[config.mk]
export PLATFORM = sky130hd
export DESIGN_NAME = hash_ctl_front
export DESIGN_NICKNAME = d
export VERILOG_FILES = /design/src/rtl/hcf_pkg.sv /design/src/rtl/hcf_alg_decode.sv /design/src/rtl/hcf_regfile.sv /design/src/rtl/hcf_job_ctrl.sv /design/src/rtl/hash_ctl_front.sv
export SDC_FILE = /design/constraint.sdc
export NUM_CORES = 1
export LEC_CHECK = 0
export CORE_ASPECT_RATIO = 0.7
export CORE_UTILIZATION = 55
export CTS_CLUSTER_DIAMETER = 100
export DETAILED_ROUTE_END_ITERATION = 8
export DONT_BUFFER_PORTS = 1
export PLACE_DENSITY = 0.76
export SLEW_MARGIN = 10
export SYNTH_ARGS = -nofsm -noshare
export SYNTH_HDL_FRONTEND = slang
export SYNTH_SLANG_ARGS = --single-unit
[constraint.sdc]
create_clock -name clk -period 2.7 [get_ports clk]
set_input_delay 0.54 -clock clk [delete_from_list [all_inputs] [get_ports clk]]
set_output_delay 0.54 -clock clk [all_outputs]
set_load 0.02 [all_outputs]
[src/rtl/hcf_pkg.sv]
package hcf_pkg;
  localparam logic [7:0] OFS_STAT = 8'h1C;
  localparam logic [7:0] OFS_SRC  = 8'h20;
  localparam logic [7:0] OFS_DGST = 8'h24;
  localparam logic [7:0] OFS_KEY  = 8'h28;
  localparam logic [7:0] OFS_LEN  = 8'h2C;
  localparam logic [7:0] OFS_CMD  = 8'h30;

  localparam int STAT_BUSY = 0;
  localparam int STAT_ERR  = 1;
  localparam int STAT_DONE = 9;

  localparam int CMD_BE    = 3;
  localparam int CMD_ACC   = 8;

  typedef enum logic [1:0] {
    ALG_SHA1   = 2'd0,
    ALG_SHA256 = 2'd1,
    ALG_SHA384 = 2'd2,
    ALG_SHA512 = 2'd3
  } alg_e;

  typedef struct packed {
    logic valid;
    alg_e alg;
  } alg_dec_t;
endpackage

[src/rtl/hcf_alg_decode.sv]
module hcf_alg_decode
  import hcf_pkg::*;
(
  input  logic [3:0] field,   // {cmd[10], cmd[6], cmd[5], cmd[4]}
  output alg_dec_t   dec
);
  always_comb begin
    dec.valid = 1'b1;
    dec.alg   = ALG_SHA1;
    unique case (field)
      4'b0010: dec.alg = ALG_SHA1;
      4'b0101: dec.alg = ALG_SHA256;
      4'b1110: dec.alg = ALG_SHA384;
      4'b0110: dec.alg = ALG_SHA512;
      default: dec.valid = 1'b0;
    endcase
  end
endmodule

[src/rtl/hcf_regfile.sv]
module hcf_regfile
  import hcf_pkg::*;
#(
  parameter int AW = 8,
  parameter int DW = 32
) (
  input  logic          clk,
  input  logic          rst_n,
  input  logic          wr_en,
  input  logic [AW-1:0] addr,
  input  logic [DW-1:0] wdata,
  input  logic          busy,
  input  logic [DW-1:0] status,
  output logic [DW-1:0] src_q,
  output logic [DW-1:0] dgst_q,
  output logic [DW-1:0] key_q,
  output logic [DW-1:0] len_q,
  output logic [DW-1:0] cmd_q,
  output logic          cmd_accept,
  output logic          stat_wr,
  output logic [DW-1:0] rdata
);
  localparam int NREG = 4;

  logic [NREG-1:0][AW-1:0] ofs;
  logic [NREG-1:0][DW-1:0] regs_q;

  assign ofs[0] = AW'(OFS_SRC);
  assign ofs[1] = AW'(OFS_DGST);
  assign ofs[2] = AW'(OFS_KEY);
  assign ofs[3] = AW'(OFS_LEN);

  for (genvar g = 0; g < NREG; g++) begin : g_reg
    always_ff @(posedge clk or negedge rst_n) begin
      if (!rst_n)                        regs_q[g] <= '0;
      else if (wr_en && addr == ofs[g])  regs_q[g] <= wdata;
    end
  end

  assign cmd_accept = wr_en && (addr == AW'(OFS_CMD)) && !busy;
  assign stat_wr    = wr_en && (addr == AW'(OFS_STAT));

  always_ff @(posedge clk or negedge rst_n) begin
    if (!rst_n)          cmd_q <= '0;
    else if (cmd_accept) cmd_q <= wdata;
  end

  assign src_q  = regs_q[0];
  assign dgst_q = regs_q[1];
  assign key_q  = regs_q[2];
  assign len_q  = regs_q[3];

  always_comb begin
    rdata = '0;
    if (addr == AW'(OFS_STAT))     rdata = status;
    else if (addr == AW'(OFS_CMD)) rdata = cmd_q;
    else begin
      for (int i = 0; i < NREG; i++)
        if (addr == ofs[i]) rdata = regs_q[i];
    end
  end
endmodule

[src/rtl/hcf_job_ctrl.sv]
module hcf_job_ctrl (
  input  logic clk,
  input  logic rst_n,
  input  logic cmd_accept,
  input  logic cmd_ok,
  input  logic clr_done,
  input  logic clr_err,
  input  logic eng_done,
  output logic eng_start,
  output logic busy,
  output logic done_flag,
  output logic err_flag
);
  logic finish;
  assign finish = busy && eng_done;

  always_ff @(posedge clk or negedge rst_n) begin
    if (!rst_n) begin
      eng_start <= 1'b0;
      busy      <= 1'b0;
      done_flag <= 1'b0;
      err_flag  <= 1'b0;
    end else begin
      eng_start <= cmd_accept && cmd_ok;
      if (cmd_accept && cmd_ok) busy <= 1'b1;
      else if (finish)          busy <= 1'b0;
      if (finish)        done_flag <= 1'b1;
      else if (clr_done) done_flag <= 1'b0;
      if (cmd_accept && !cmd_ok) err_flag <= 1'b1;
      else if (clr_err)          err_flag <= 1'b0;
    end
  end
endmodule

[src/rtl/hash_ctl_front.sv]
module hash_ctl_front
  import hcf_pkg::*;
#(
  parameter int AW = 8,
  parameter int DW = 32
) (
  input  logic          clk,
  input  logic          rst_n,
  input  logic          wr_en,
  input  logic [AW-1:0] addr,
  input  logic [DW-1:0] wdata,
  output logic [DW-1:0] rdata,
  output logic          eng_start,
  output logic [DW-1:0] eng_src_addr,
  output logic [DW-1:0] eng_dgst_addr,
  output logic [DW-1:0] eng_key_addr,
  output logic [DW-1:0] eng_len,
  output logic [1:0]    eng_alg,
  output logic          eng_accum,
  output logic          eng_big_endian,
  input  logic          eng_done,
  output logic          irq
);
  logic          busy, done_flag, err_flag;
  logic          cmd_accept, stat_wr;
  logic [DW-1:0] cmd_q, status;
  alg_dec_t      wr_dec, cur_dec;

  always_comb begin
    status            = '0;
    status[STAT_BUSY] = busy;
    status[STAT_ERR]  = err_flag;
    status[STAT_DONE] = done_flag;
  end

  hcf_regfile #(.AW(AW), .DW(DW)) u_regs (
    .clk(clk), .rst_n(rst_n), .wr_en(wr_en), .addr(addr), .wdata(wdata),
    .busy(busy), .status(status),
    .src_q(eng_src_addr), .dgst_q(eng_dgst_addr), .key_q(eng_key_addr),
    .len_q(eng_len), .cmd_q(cmd_q),
    .cmd_accept(cmd_accept), .stat_wr(stat_wr), .rdata(rdata)
  );

  // incoming word decides whether a start is issued
  hcf_alg_decode u_dec_wr (
    .field({wdata[10], wdata[6], wdata[5], wdata[4]}), .dec(wr_dec)
  );

  // stored word drives the engine select
  hcf_alg_decode u_dec_cur (
    .field({cmd_q[10], cmd_q[6], cmd_q[5], cmd_q[4]}), .dec(cur_dec)
  );

  hcf_job_ctrl u_job (
    .clk(clk), .rst_n(rst_n),
    .cmd_accept(cmd_accept), .cmd_ok(wr_dec.valid),
    .clr_done(stat_wr && wdata[STAT_DONE]),
    .clr_err(stat_wr && wdata[STAT_ERR]),
    .eng_done(eng_done),
    .eng_start(eng_start), .busy(busy),
    .done_flag(done_flag), .err_flag(err_flag)
  );

  assign eng_alg        = cur_dec.alg;
  assign eng_accum      = cmd_q[CMD_ACC];
  assign eng_big_endian = cmd_q[CMD_BE];
  assign irq            = done_flag;
endmodule

==> impl_metrics.py <==
metrics = {
    "run_status": {
        "outcome": "complete, but fails checks",
        "violations": "hold timing, setup timing",
    },
    "yosys": {
        "ys_types": 43,
        "synth_xor_xnor_area_share_pct": 0.113,
        "synth_top_cells_by_area": "dfrtp_1 53%, mux2_2 18%, mux2_4 5.6%",
        "synth_compound_area_share_pct": 10.2,
        "yosysSeqAreaShare_pct": 53.1,
        "syn-mean-instance-area_um2": 13.5,
        "synth_top_area_cell": "dfrtp_1",
        "synth_area_mm2": 0.00772,
        "synth_top_family_by_area": "multiplexers",
        "synth_nets": 616,
        "ys_ff_latch": 164,
        "muxShareOfSynthArea_pct": 28.8,
        "yosysWarningCount": 0,
        "synth_top_area_share_pct": 53.1,
        "synth-simple-area-share_pct": 4.54,
        "synth_adder_area_share_pct": 0,
        "postSynthCellCount": 572,
    },
    "detailed_routing": {
        "drc": 0,
        "drtIter0Drc": 363,
        "dr_total_vias": 5383,
        "routed_wl_um": 22000,
        "avgRoutedWirePerCell_um": 27.7,
        "dr.pass1.iters": 5,
        "antenna_left": 0,
        "via_per_inst": 6.77,
    },
    "timing": {
        "min_period_ns": 2.76,
        "worst_pin_slew_ns": 0.815,
        "slew_headroom_pct": 45.5,
        "hold_viol": 164,
        "finalSetupViolCount": 15,
        "finalMaxSlewViolations": 0,
        "period_share_pct": 102,
        "fmax_ghz": 0.363,
        "rsz0062_at_grt": "yes",
        "fin_ws_ns": -0.0553,
        "whs_ns": -0.183,
        "finalClockSkew_ns": 0.00671,
    },
    "die": {
        "pin_count": 210,
        "die_y_um": 101,
        "dieArea_mm2": 0.0145,
        "core_mm2": 0.0134,
        "initial_utilization_pct": 57.5,
        "die_w_um": 144,
        "rows": 35,
    },
    "setup_path": {
        "crit_chain": "or4b_4 > nor4_4 > buf_6 > buf_8 > a221oi_2 > a22oi_1 > buf_4",
        "crit_buf_inv": 3,
        "cp.depth": 7,
        "reg2reg_depth": 3,
        "cp.required_ns": 2.16,
        "path_class": "input pin to output port",
        "cp_max_fo": 7,
        "crit_arrival_ns": 2.22,
        "cpPeakStageDelay_ns": 0.56,
        "crit_family": "simple AND/OR/NAND/NOR gates",
        "worstSetupStartpointType": "input pin",
        "cp-end-kind": "output port",
        "critPathSlowestCell": "or4b_4",
    },
    "global_routing": {
        "grt_pass1_wl_um": 32800,
        "grt_overflow_total": 0,
        "grt_pass1_vias": 5699,
        "antenna_found_initial": 0,
        "grt_max_degree": 165,
        "gr-usage-all-layers_pct": 30.8,
    },
    "pwr": {
        "total_power_uw": 5630,
        "power_leakage_uw": 0.00441,
        "ir_drop_mv": 0.470,
        "powerDensity_mw_per_mm2": 624,
    },
    "hold_path": {
        "holdCritPathClass": "input pin to asynchronous set/reset pin",
    },
    "layout": {
        "final_cell_mix": "164 x dfrtp_1, 126 x mux2_2, 44 x buf_4",
        "final_common_cell": "dfrtp_1",
        "syn2layout_area_growth_pct": 16.8,
        "drive_above_1_share_pct": 46.4,
        "antenna_cells": 0,
        "nNetsFinal": 641,
        "stdcell_count": 795,
    },
    "cts": {
        "clk_path_buf_depth": 2,
        "cts_tree": "yes",
        "clk_transition_reported_paths_ns": 0.06,
        "clock-sinks": 164,
        "cts_root_buf": "clkbuf_16",
        "cts_inserted_buffers": 17,
        "insertion_delay_ns": 0.41,
        "h-tree-depth": 4,
    },
    "placed_design": {
        "dpl.hpwl_um": 14300,
        "dp_cells": 761,
        "place_congestion": 0.776,
        "io_buffers": 0,
    },
    "job": {
        "maxCapViolations": 0,
    },
}
area by class of cell:
class / instances / area (um2)
Inverter: 3 / 11.3
Timing Repair Buffer: 54 / 477
Fill cell: 983 / 4420
Tap cell: 185 / 231
Clock inverter: 11 / 175
Clock buffer: 21 / 450
Sequential cell: 164 / 4100
Multi-Input combinational cell: 357 / 3570
report_power, final:
group / total [uW] / internal [uW] / switching [uW] / leakage (uW)
logic: 238 / 143 / 95.2 / 0.00185
registers: 2800 / 2570 / 233 / 0.00226
clock network: 2590 / 1580 / 1010 / 0.000298
total: 5630 / 4300 / 1330 / 0.00441
worst paths after layout:
check                                  from                to  slack [ns]
setup / recovery                    addr[4]         rdata[10]       -0.06
hold / removal                        rst_n   u_regs.src_q[4]       -0.18
setup reg to reg                 u_job.busy  u_regs.cmd_q[23]        0.97
hold reg to reg            u_regs.cmd_q[13]  u_regs.cmd_q[13]        0.51
max in group asynchronous             rst_n  u_regs.cmd_q[23]        2.69
min in group clk                   eng_done   u_job.done_flag        0.24
metal layers:
layer	track usage (%)	wire length (um)
met1	38.6	8870
met2	51.2	10800
met3	10.0	2080
met4	9.82	239
met5	0	0
kinds of logic after synthesis:
family          count (synthesis)
xor+xnor                        1
simple gates                   56
compound gates                112
buf+inv                        51
flops                         164
mux                           188
sequential cells by signal (all words and copies together) (netlist names):
| name | cells |
|---|---|
| u_regs.src_q | 32 |
| u_job.eng_start | 1 |
| u_regs.dgst_q | 32 |
| u_regs.len_q | 32 |
| u_regs.cmd_q | 32 |
| u_job.done_flag | 1 |
| u_regs.key_q | 32 |
| u_job.busy | 1 |
| u_job.err_flag | 1 |
cell usage after synthesis, drive strengths merged:
cell	number
or4	1
inv	3
and2	1
a21o	1
nand4bb	1
o2bb2ai	9
mux2i	29
nor3	23
and3b	1
nand2	12
mux2	156
nand4	1
and3	1
a21bo	1
o31ai	2
o21ai	35
or4b	1
nand2b	1
buf	20
nor4	2
xnor2	1
clkbuf	28
a221oi	20
nand3	3
nor2b	1
dfrtp	164
nor4b	3
mux4	3
o22ai	3
or3	2
nor3b	2
a22oi	41
metrics by stage:
step / utilization [%] / setup TNS, ns / worst slack [ns] / area [um2]
2_1_floorplan: - / 0 / 0.0408 / 7770
3_3_place_gp: 61.2 / -0.141 / -0.0762 / 8230
4_1_cts: 66.5 / -0.546 / -0.0514 / 8940
3_5_place_dp: 61.2 / -1.93 / -0.141 / 8230
5_1_grt: 67.1 / -0.958 / -0.0780 / 9020
6_report: 67.1 / -0.341 / -0.0553 / 9020
worst reg2reg max path: cells and delay by family (launching register included):
family,cells,cell delay [ns]
buf+inv,1,0.30
flops,1,0.43
mux,1,0.37
simple gates,1,0.51
timing repair:
action | 4_1_cts | 5_1_grt
buffers inserted | 1 | 0
endpoints found under the setup margin | 29 | 32
endpoints found under the hold margin | 164 | 164
gates resized for setup | 15 | 18
cloned | 1 | 0
pin swaps | 21 | 19
Power figures use the tool's default switching activity.
